File: config.mk
export PLATFORM = sky130hd
export DESIGN_NAME = chain_word_router
export DESIGN_NICKNAME = d
export VERILOG_FILES = /design/src/rtl/chain_word_router.sv
export SDC_FILE = /design/constraint.sdc
export NUM_CORES = 1
export LEC_CHECK = 0
export ABC_AREA = 1
export BUFFER_PORTS_ARGS = -buffer_cell sky130_fd_sc_hd__clkbuf_2
export CAP_MARGIN = 20
export CORE_UTILIZATION = 50
export CTS_BUF_LIST = sky130_fd_sc_hd__clkbuf_4 sky130_fd_sc_hd__clkbuf_8
export CTS_CLUSTER_SIZE = 30
export DETAILED_ROUTE_END_ITERATION = 10
export PLACE_DENSITY = 0.69
export SYNTH_ARGS = -nofsm -noshare
export SYNTH_HDL_FRONTEND = slang
export SYNTH_SLANG_ARGS = --single-unit
export TNS_END_PERCENT = 30
File: constraint.sdc
create_clock -name clk -period 2.68 [get_ports clk]
set_input_delay 0.402 -clock clk [delete_from_list [all_inputs] [get_ports clk]]
set_output_delay 0.402 -clock clk [all_outputs]
set_load 0.02 [all_outputs]
File: src/rtl/chain_word_router.sv
module chain_word_router #(
  parameter int W    = 16,
  parameter int NREG = 8
) (
  input  logic         clk,
  input  logic         rst_n,
  input  logic         sdi,
  input  logic         sdifs,
  input  logic         smp_evt,
  input  logic [W-1:0] smp_word,
  output logic         sdo,
  output logic         sdofs,
  output logic [2:0]   dev_count,
  output logic         mixed_mode,
  output logic         data_mode,
  output logic [7:0]   clk_cfg
);
  localparam int CW = $clog2(W);
  localparam int TW = $clog2(W + 1);
  localparam logic [CW-1:0] LAST = CW'(W - 1);
  localparam logic [TW-1:0] FULL = TW'(W);

  logic [NREG-1:0][7:0] cfg;
  logic [W-1:0]  rx_sh, tx_sh, hold_w, samp_w, rx_word, out_w;
  logic [CW-1:0] rx_cnt;
  logic [TW-1:0] tx_cnt;
  logic          rx_busy, hold_v, samp_v;
  logic          rx_done, is_ctl, hit, wr_hit, want, tx_free;
  logic [2:0]    hop;
  logic [2:0]    sel;

  assign rx_done = rx_busy && rx_cnt == LAST;
  assign rx_word = {rx_sh[W-2:0], sdi};
  assign hop     = rx_word[13:11];
  assign sel     = rx_word[10:8];
  assign is_ctl  = rx_word[15] && (!cfg[0][4] || cfg[0][3]);
  assign hit     = is_ctl && hop == 3'd0;
  assign wr_hit  = hit && !rx_word[14];
  assign want    = rx_done && !wr_hit;
  assign tx_free = tx_cnt <= TW'(1);
  assign out_w   = is_ctl ? {rx_word[15:14], hop - 3'd1, sel, hit ? cfg[sel] : rx_word[7:0]}
                          : rx_word;

  assign sdo        = tx_cnt != '0 && tx_sh[W-1];
  assign dev_count  = cfg[0][2:0];
  assign mixed_mode = cfg[0][3];
  assign data_mode  = cfg[0][4];
  assign clk_cfg    = cfg[1];

  always_ff @(posedge clk or negedge rst_n) begin
    if (!rst_n) begin
      rx_sh   <= '0;
      rx_cnt  <= '0;
      rx_busy <= 1'b0;
    end else begin
      rx_sh <= rx_word;
      if (rx_busy) begin
        rx_busy <= !rx_done;
        rx_cnt  <= rx_done ? '0 : rx_cnt + 1'b1;
      end else if (sdifs) begin
        rx_busy <= 1'b1;
        rx_cnt  <= CW'(1);
      end
    end
  end

  always_ff @(posedge clk or negedge rst_n) begin
    if (!rst_n) cfg <= '0;
    else if (rx_done && wr_hit) cfg[sel] <= rx_word[7:0];
  end

  always_ff @(posedge clk or negedge rst_n) begin
    if (!rst_n) begin
      tx_sh  <= '0;
      tx_cnt <= '0;
      sdofs  <= 1'b0;
      hold_v <= 1'b0;
      hold_w <= '0;
      samp_v <= 1'b0;
      samp_w <= '0;
    end else begin
      sdofs <= 1'b0;
      if (tx_cnt != '0) begin
        tx_sh  <= tx_sh << 1;
        tx_cnt <= tx_cnt - 1'b1;
      end
      if (tx_free && (hold_v || want || samp_v)) begin
        sdofs  <= 1'b1;
        tx_cnt <= FULL;
        if (hold_v) begin
          tx_sh  <= hold_w;
          hold_v <= want;
          hold_w <= out_w;
        end else if (want) begin
          tx_sh <= out_w;
        end else begin
          tx_sh  <= samp_w;
          samp_v <= 1'b0;
        end
      end else if (want) begin
        hold_v <= 1'b1;
        hold_w <= out_w;
      end
      if (smp_evt) begin
        samp_v <= 1'b1;
        samp_w <= smp_word;
      end
    end
  end

  p_frame_pulse_one_cycle_r2: assert property (@(posedge clk) disable iff (!rst_n)
    sdofs |=> !sdofs);
  p_frame_pulse_on_msb_r2: assert property (@(posedge clk) disable iff (!rst_n)
    sdofs |-> tx_cnt == FULL);
  p_hold_no_overrun_r11: assert property (@(posedge clk) disable iff (!rst_n)
    (want && !tx_free) |-> !hold_v);
  p_cfg_frozen_r9: assert property (@(posedge clk) disable iff (!rst_n)
    (data_mode && !mixed_mode) |=> $stable(cfg));
  p_write_silent_r4: assert property (@(posedge clk) disable iff (!rst_n)
    (rx_done && wr_hit && !hold_v && !samp_v && tx_free) |=> !sdofs);
endmodule

# --- Word-level counts from Yosys, hierarchy flattened ---
# Cells that the tools add are included.
# W data, S select, Z words.
word_totals:
  wordCells: 81
  regBits: 140
op_classes:
  muxes: 29
  n_addsub: 3
  n_eq_ne: 4
  magnitude_cmp: 3
  n_reduce_logical: 24
ops:
  columns: ["op", "n"]
  rows:
  - ["$mux W16", 7]
  - ["$bwmux W64", 1]
  - ["$bmux W8 S3", 1]
  - ["$demux W8 S3", 1]
  - ["$mux W8", 3]
  - ["$mux W14", 1]
  - ["$mux W4", 3]
  - ["$mux W1", 10]
  - ["$mux W5", 2]
  - ["$logic_and A1 B1 Y1", 9]
  - ["$reduce_bool A2 Y1", 4]
  - ["$ne A2 B2 Y1 const B", 3]
  - ["$le A5 B1 Y1 const B", 1]
  - ["$reduce_bool A5 Y1", 1]
  - ["$sub A5 B1 Y5 const B", 1]
  - ["$add A4 B1 Y4 const B", 1]
  - ["$eq A4 B4 Y1 const B", 1]
  - ["$logic_not A1 Y1", 4]
  - ["$lt A3 B4 Y1 const B", 1]
  - ["$ge A3 B1 Y1 const B", 1]
  - ["$logic_not A3 Y1", 1]
  - ["$logic_or A1 B1 Y1", 3]
  - ["$reduce_and A3 Y1", 1]
  - ["$sub A3 B1 Y3 const B", 1]
  - ["$reduce_and A2 Y1", 1]

# --- Longest topological paths before layout ---
# Gate-level depths: netlist of the first run.
logic_depth:
  depth_word: 12
  ltp_mapped: 13
  mapped_depth_nobuf: 12

# --- Least setup slack after synthesis of the first run ---
# Ideal clock, no wire load.
synth_timing:
  path_type: "register to register"
  start: "register rx_sh[10]"
  end: "register cfg (netlist bit clk_cfg[5])"
  period_less_slack_ps: 1878
  arrival_time_ps: 1750
  slack_ps: 802
  path_buffers: 1
  path_stages_with_launch: 11
  required_time_ps: 2552
  path_cell_list: "dfrtp_1 > inv_1 > ha_1 > inv_1 > nor2_1 > nand4_1 > nor4_4 > nand3_1 > buf_2 > nand2_1 > o21ai_0"
synth_between:
  elab_chain_len: 4
synth_rtl:
  columns: ["element", "line", "text"]
  rows:
  - ["from (decl)", "24", "logic [W-1:0] rx_sh, tx_sh, hold_w, samp_w, rx_word, out_w;"]
  - ["from (signal assigned)", "56", "rx_sh <= rx_word;"]
  - ["$logic_not A3 Y1", "37", "assign hit = is_ctl && hop == 3'd0;"]
  - ["$logic_and A1 B1 Y1", "37", null]
  - ["$logic_and A1 B1 Y1", "38", "assign wr_hit = hit && !rx_word[14];"]
  - ["$logic_and A1 B1 Y1", "69", "else if (rx_done && wr_hit) cfg[sel] <= rx_word[7:0];"]
  - ["to (signal, indexed assignment)", "69", null]
  - ["to (decl)", "23", "logic [NREG-1:0][7:0] cfg;"]
# No other way between the ends.
# A chain may end at the register's enable or synchronous reset.

# --- Final worst setup path of the first run ---
layout_timing:
  start: "register rx_sh[10]"
  end: "register cfg[58] (netlist bit)"
# The elaborated chain is that of the path after synthesis.

==> results of run 1 <==
-- critical path, delay by kind of cell (launching register included) --
| family | cells | cell delay (ps) |
|---|---|---|
| and+or+nand+nor | 4 | 1290 |
| DFF | 1 | 380 |
| AOI/OAI and AO/OA | 1 | 340 |
| adders and majority gates | 1 | 160 |
| buffers and inverters | 2 | 150 |
-- layout by cell type, fill, tap and decap left out, types with 2 or more instances in the layout --
master / Yosys / routed
nand3_1: 38 / 38
bufinv_16: 0 / 5
xor2_1: 3 / 3
nand2_1: 233 / 233
clkinv_1: 2 / 2
a211oi_1: 2 / 2
a21oi_1: 11 / 11
nand4_1: 5 / 5
dfrtp_1: 140 / 140
ha_1: 6 / 6
o22ai_1: 2 / 2
clkinv_2: 0 / 3
clkbuf_8: 0 / 20
o211ai_1: 21 / 21
nor3_1: 2 / 2
o21ai_0: 128 / 128
inv_1: 73 / 73
or2_2: 12 / 12
buf_4: 12 / 10
clkbuf_2: 0 / 34
nor2_1: 48 / 48
-- sequential cells by signal, summed over array words and instances, names as in the netlist, 3 cells and up --
register and count:
cfg 51, hold_w 16, samp_w 16, tx_sh 16, rx_sh 15, clk_cfg 8, tx_cnt 5, rx_cnt 4
dev_count 3
-- layout make-up --
type                    instances  area [um^2]
fillers                      1159         5400
flip-flops and latches        140         3500
multi-input cells             520         2430
repair buffers                 47          287
inverters                      76          285
clock buffers                  21          283
well taps                     172          215
clock inverters                 8          165
-- per-stage QoR --
| step | hold WS, ps | area, um^2 | total power (W) |
|---|---|---|---|
| 6_report | 70.8 | 7170 | 0.00598 |
| 5_1_grt | 61.4 | 7170 | 0.00635 |
| 4_1_cts | 52.4 | 7170 | 0.00600 |
| 3_5_place_dp | 364 | 6720 | 0.00405 |
| 3_3_place_gp | 358 | 6720 | 0.00400 |
| 2_1_floorplan | 106 | 6430 | 0.00366 |
-- metal layers --
| metal | routed length [um] | track usage [%] | share of wire (%) |
|---|---|---|---|
| met2 | 7160 | 41.0 | 48 |
| met4 | 332 | 10.9 | 2.2 |
| met5 | 0 | 0 | 0 |
| met3 | 544 | 4.96 | 3.7 |
| met1 | 6800 | 31.9 | 46 |
-- report_power, final --
part           internal (W)  total (W)  leakage, nW  switching (W)
sequential          0.00247    0.00270         1.78       0.000235
combinational      0.000485    0.00133         1.55       0.000848
clock               0.00117    0.00194        0.231       0.000769
-- cell families after synthesis --
logic type / after synthesis / synth area share [%]
simple gates: 342 / 22.0
compound gates: 168 / 14.2
flops: 140 / 54.5
buf+inv: 115 / 7.63
fa+ha+maj: 6 / 1.17
xor+xnor: 4 / 0.545
-- worst paths after layout --
path / start / end / slack (ps) / depth (start not counted)
setup / recovery: rx_sh[10] / cfg[58] / 260 / 8
hold / removal: sdi / rx_sh[0] / 70 / 1
setup reg to reg: rx_sh[10] / cfg[58] / 260 / 8
hold reg to reg: rx_sh[10] / rx_sh[11] / 380 / 0
max in group asynchronous: rst_n / cfg[26] / 1390 / 3
min in group asynchronous: rst_n / samp_w[13] / 530 / 2
-- repair_timing --
item / CTS / global route
hold buffers: 1 / 0
setup endpoints to repair: 0 / 1
endpoints found under the hold margin: 70 / 0
==> metrics, run 1 <==
Final TNS setup 0 ps; Tot GR Track Use 24.9%; final setup violation count 0; top post-synthesis cells by count 233 x nand2_1, 140 x dfrtp_1, 128 x o21ai_0; Fmax achieved between 0.4 and 0.5 GHz; Area Overhead vs Synth 11.6%; CP max stage cell nand3_1; Starting Density about half; DRT Pass-1 Iters 5; antenna cells 0; root buffer cell clkbuf_8; Power per Cell Area between 800 and 900 mW/mm^2; EDFF count, synth 0; global-route wire length before repair roughly 25000 um; Routed Antenna Nets 0; Worst setup SP type register; Synth top area share between 50% and 60%; final core occ 57.1%; min cycle time layout roughly 2400 ps; Slew headroom between 50% and 60%; Leak ~3.6 nW; die area ~0.013 mm^2; Slew Limit Fails 0; Placer Congestion 0.832; most frequent cell after synthesis nand2_1; CP endpoint kind register; Crit Path Category reg -> reg; number of global-route vias before repair approximately 5.1k; Final period util 90.3%; Final Hold Viols 0; Post-Syn Instances just under 800; CTS max path bufs 2; Post-Route Skew 11.6 ps; initial antenna violation count 0; Avg Cell Area, Syn between 8 and 9 um^2; worst-path maximum fanout 16; # rows 41; setup bufs post-CTS 0; worst path arrival time roughly 2800 ps; CTS tree built; peak supply drop 0.410 mV; post-cts sizing count 0; largest net degree at the start of global routing 73; hpwl dp 10200 um; layout net count between 800 and 900; Tightest Pin Transition 675 ps; post-layout worst setup margin about 260 ps; MaxCap Viol Count 0; drt total wl 14800 um; cell taking the most area after synthesis dfrtp_1; Req. time, crit path just over 3000 ps; RSZ-0062 raised after global routing true; grt ovf 0; synth unique cells 29; Synth Flop Type dfrtp_1; critical path cell sequence inv_1 -> ha_1 -> inv_1 -> nor2_1 -> nand4_1 -> nor4_4 -> nand3_1 -> o21ai_0; DRT iter0 DRCs 420; Cell Area, Synth around 0.0064 mm^2; worst hold path class in -> reg; Seq/Total Area, Yosys about 54%; Synthesized Nets roughly 800; Synth async-reset ratio between 90% and 100%; Cell Count Post-Placement 954; CTS buffer count 17; Die Ht about 120 um; register bit total from synthesis 140; worst skew pair latency about 450 ps; slowest cell delay on critical path between 500 and 600 ps; port bufs 35; Setup WS pre-CTS 272 ps; ranking of synthesized cells by area dfrtp_1 54%, nand2_1 14%, o21ai_0 10%; Sink Count 140; I/O pin count 36; Routed WL per cell ~15 um; drt via density ~5.3; layout cells sized above 1 11.5%; H-Tree Depth 4; Die W 115 um; clock slew at reported path FFs ~70 ps; DRC Markers 0; final cell count without fillers 984; CORE AREA about 0.013 mm^2; yosys warns 0; most frequent cell on the critical path inv_1; DR vias 5198; outcome finished clean
No activity file was read; power rests on OpenSTA's default activity.
==> inputs of run 2 (changes only) <==
--- a/constraint.sdc
+++ b/constraint.sdc
@@ -3,2 +3,2 @@
 set_output_delay 0.402 -clock clk [all_outputs]
-set_load 0.02 [all_outputs]
+set_load 0.05 [all_outputs]
==> run 2 against run 1 <==
  * Cell count rose by 0.51%
  * Critical path depth unchanged
  * Flip-flop and latch count is the same
  * Design area barely moved
  * Hold slack got worse by 1.6 ps
  * Via count up 0.50%
  * Sequential power about the same
  * Die area is the same
  * Largest power group unchanged
  * Core utilization about the same
  * Highest routed layer unchanged
  * Routed wire length decreased by 0.84%
==> metrics, run 2 (same netlist as run 1, synthesis figures left out) <==
Power per Cell Area between 800 and 900 mW/mm^2; final instance area just over 0.007 mm^2; most common cell after layout, fill and taps aside nand2_1; Fmax achieved ~0.4 GHz; Routed WL per cell around 15 um; Leak roughly 3.6 nW; peak supply drop about 0.43 mV; layout net count slightly above 800; setup bufs post-CTS 0; post-layout worst setup margin about 170 ps; worst skew pair latency 450 ps; min cycle time layout between 2000 and 3000 ps; global-route wire length before repair 24600 um; Post-Route Skew 7.82 ps; Fill cells 1162; Crit Path Category reg -> reg; hpwl dp 10200 um; Final period util 93.7%; Worst setup SP type register; CP max stage cell nand3_1; max FFs per register 51; Top reg by flops cfg; final setup violation count 0; initial antenna violation count 0; final hold slack about 70 ps; critical path cell sequence inv_1 -> ha_1 -> inv_1 -> nor2_1 -> nand4_1 -> nor4_4 -> nand3_1 -> o21ai_0; worst hold path class in -> reg; Area Overhead vs Synth 11.5%; most frequent cell on the critical path inv_1; die area 0.0133 mm^2; Register Area between 0.003 and 0.004 mm^2; grt ovf 0; # rows 41; I/O pin count 36; RSZ-0062 raised after global routing true; Starting Density 51.1%; outcome finished clean; Req. time, crit path 3030 ps; MaxCap Viol Count 0; multi-input logic area roughly 0.0024 mm^2; DRC Markers 0; worst-path maximum fanout 16; most frequent cells in the layout 233 x nand2_1, 140 x dfrtp_1, 128 x o21ai_0, 73 x inv_1, 48 x nor2_1; DRT iter0 DRCs 364; CP endpoint kind register; Die W 115 um; DR vias about 5.2k; root buffer cell clkbuf_8; CTS max path bufs 2; reg2reg setup slack approximately 170 ps; Sink Count 140; number of global-route vias before repair roughly 5k; clock slew at reported path FFs around 70 ps; Setup WS pre-CTS about 250 ps; drt total wl ~15000 um; layout cells sized above 1 12.4%; Tot GR Track Use around a quarter; port bufs 35; CORE AREA between 0.01 and 0.015 mm^2; Slew Limit Fails 0; H-Tree Depth 4; drt via density 5.28; worst path arrival time around 2900 ps; slowest cell delay on critical path ~530 ps; Die Ht around 120 um; Routed Antenna Nets 0; antenna cells 0; CTS buffer count 17; largest net degree at the start of global routing 60; dpl cell area ~0.0067 mm^2; DRT Pass-1 Iters 5; CTS tree built; Final Hold Viols 0; Slew headroom between 40% and 50%; Placer Congestion 0.823; Tightest Pin Transition around 760 ps
## run 2: cell count changes in the layout (fill, tap and decap cells not counted)
cell        delta
clkbuf_4       +3
bufinv_16      -3
clkbuf_8       +2
buf_4          +2
nand3_2        +3
clkinvlp_4     +1
nand3_1        -3
## run 2: timing repair
item	in CTS	in global routing
hold buffers	1	0
setup endpoints to repair	0	15
endpoints found under the hold margin	49	0
gates resized for setup	0	3
## run 2: layout make-up
class,instances,area share (%)
Sequential cell,140,48.9
Multi-Input combinational cell,520,34.2
Clock buffer,26,4.64
Timing Repair Buffer,49,4.21
Inverter,76,3.98
Tap cell,172,3.00
Clock inverter,6,1.15
## run 2: metrics by stage
step	setup TNS, ps	cells	total power [W]	util [%]
5_1_grt	-114	989	0.00619	57.1
3_3_place_gp	0	956	0.00404	53.5
4_1_cts	0	989	0.00586	56.9
2_1_floorplan	0	775	0.00369	-
3_5_place_dp	0	956	0.00410	53.5
6_report	0	989	0.00583	57.1
## run 2: per-layer routing
layer  track usage, %  up-vias  wire (um)  share of wire (%)
met5                0        -          0                  0
met4             8.92        0        279                1.9
met3             6.91       21        608                4.1
met2             39.7      126       7070                 48
met1             31.3     2527       6760                 46
li1                 -     2550          -                  -
## run 2: path summary, 6_finish.rpt
path | start | to | depth (start not counted)
max | rx_sh[10] | cfg[7] | 8
min | sdi | rx_sh[0] | 1
max reg2reg | rx_sh[10] | cfg[7] | 8
min reg2reg | rx_sh[10] | rx_sh[11] | 0
max in group asynchronous | rst_n | cfg[7] | 3
min in group asynchronous | rst_n | rx_cnt[2] | 2
## run 2: critical path, delay by kind of cell (launching register included)
family / cells / cell delay [ps]
AOI/OAI and AO/OA: 1 / 340
adders and majority gates: 1 / 180
buffers and inverters: 2 / 160
DFF: 1 / 380
and+or+nand+nor: 4 / 1350
## run 2: power breakdown
part / total (W) / internal [W] / switching, W
clock: 0.00176 / 0.000988 / 0.000776
sequential: 0.00269 / 0.00247 / 0.000223
combinational: 0.00137 / 0.000500 / 0.000871
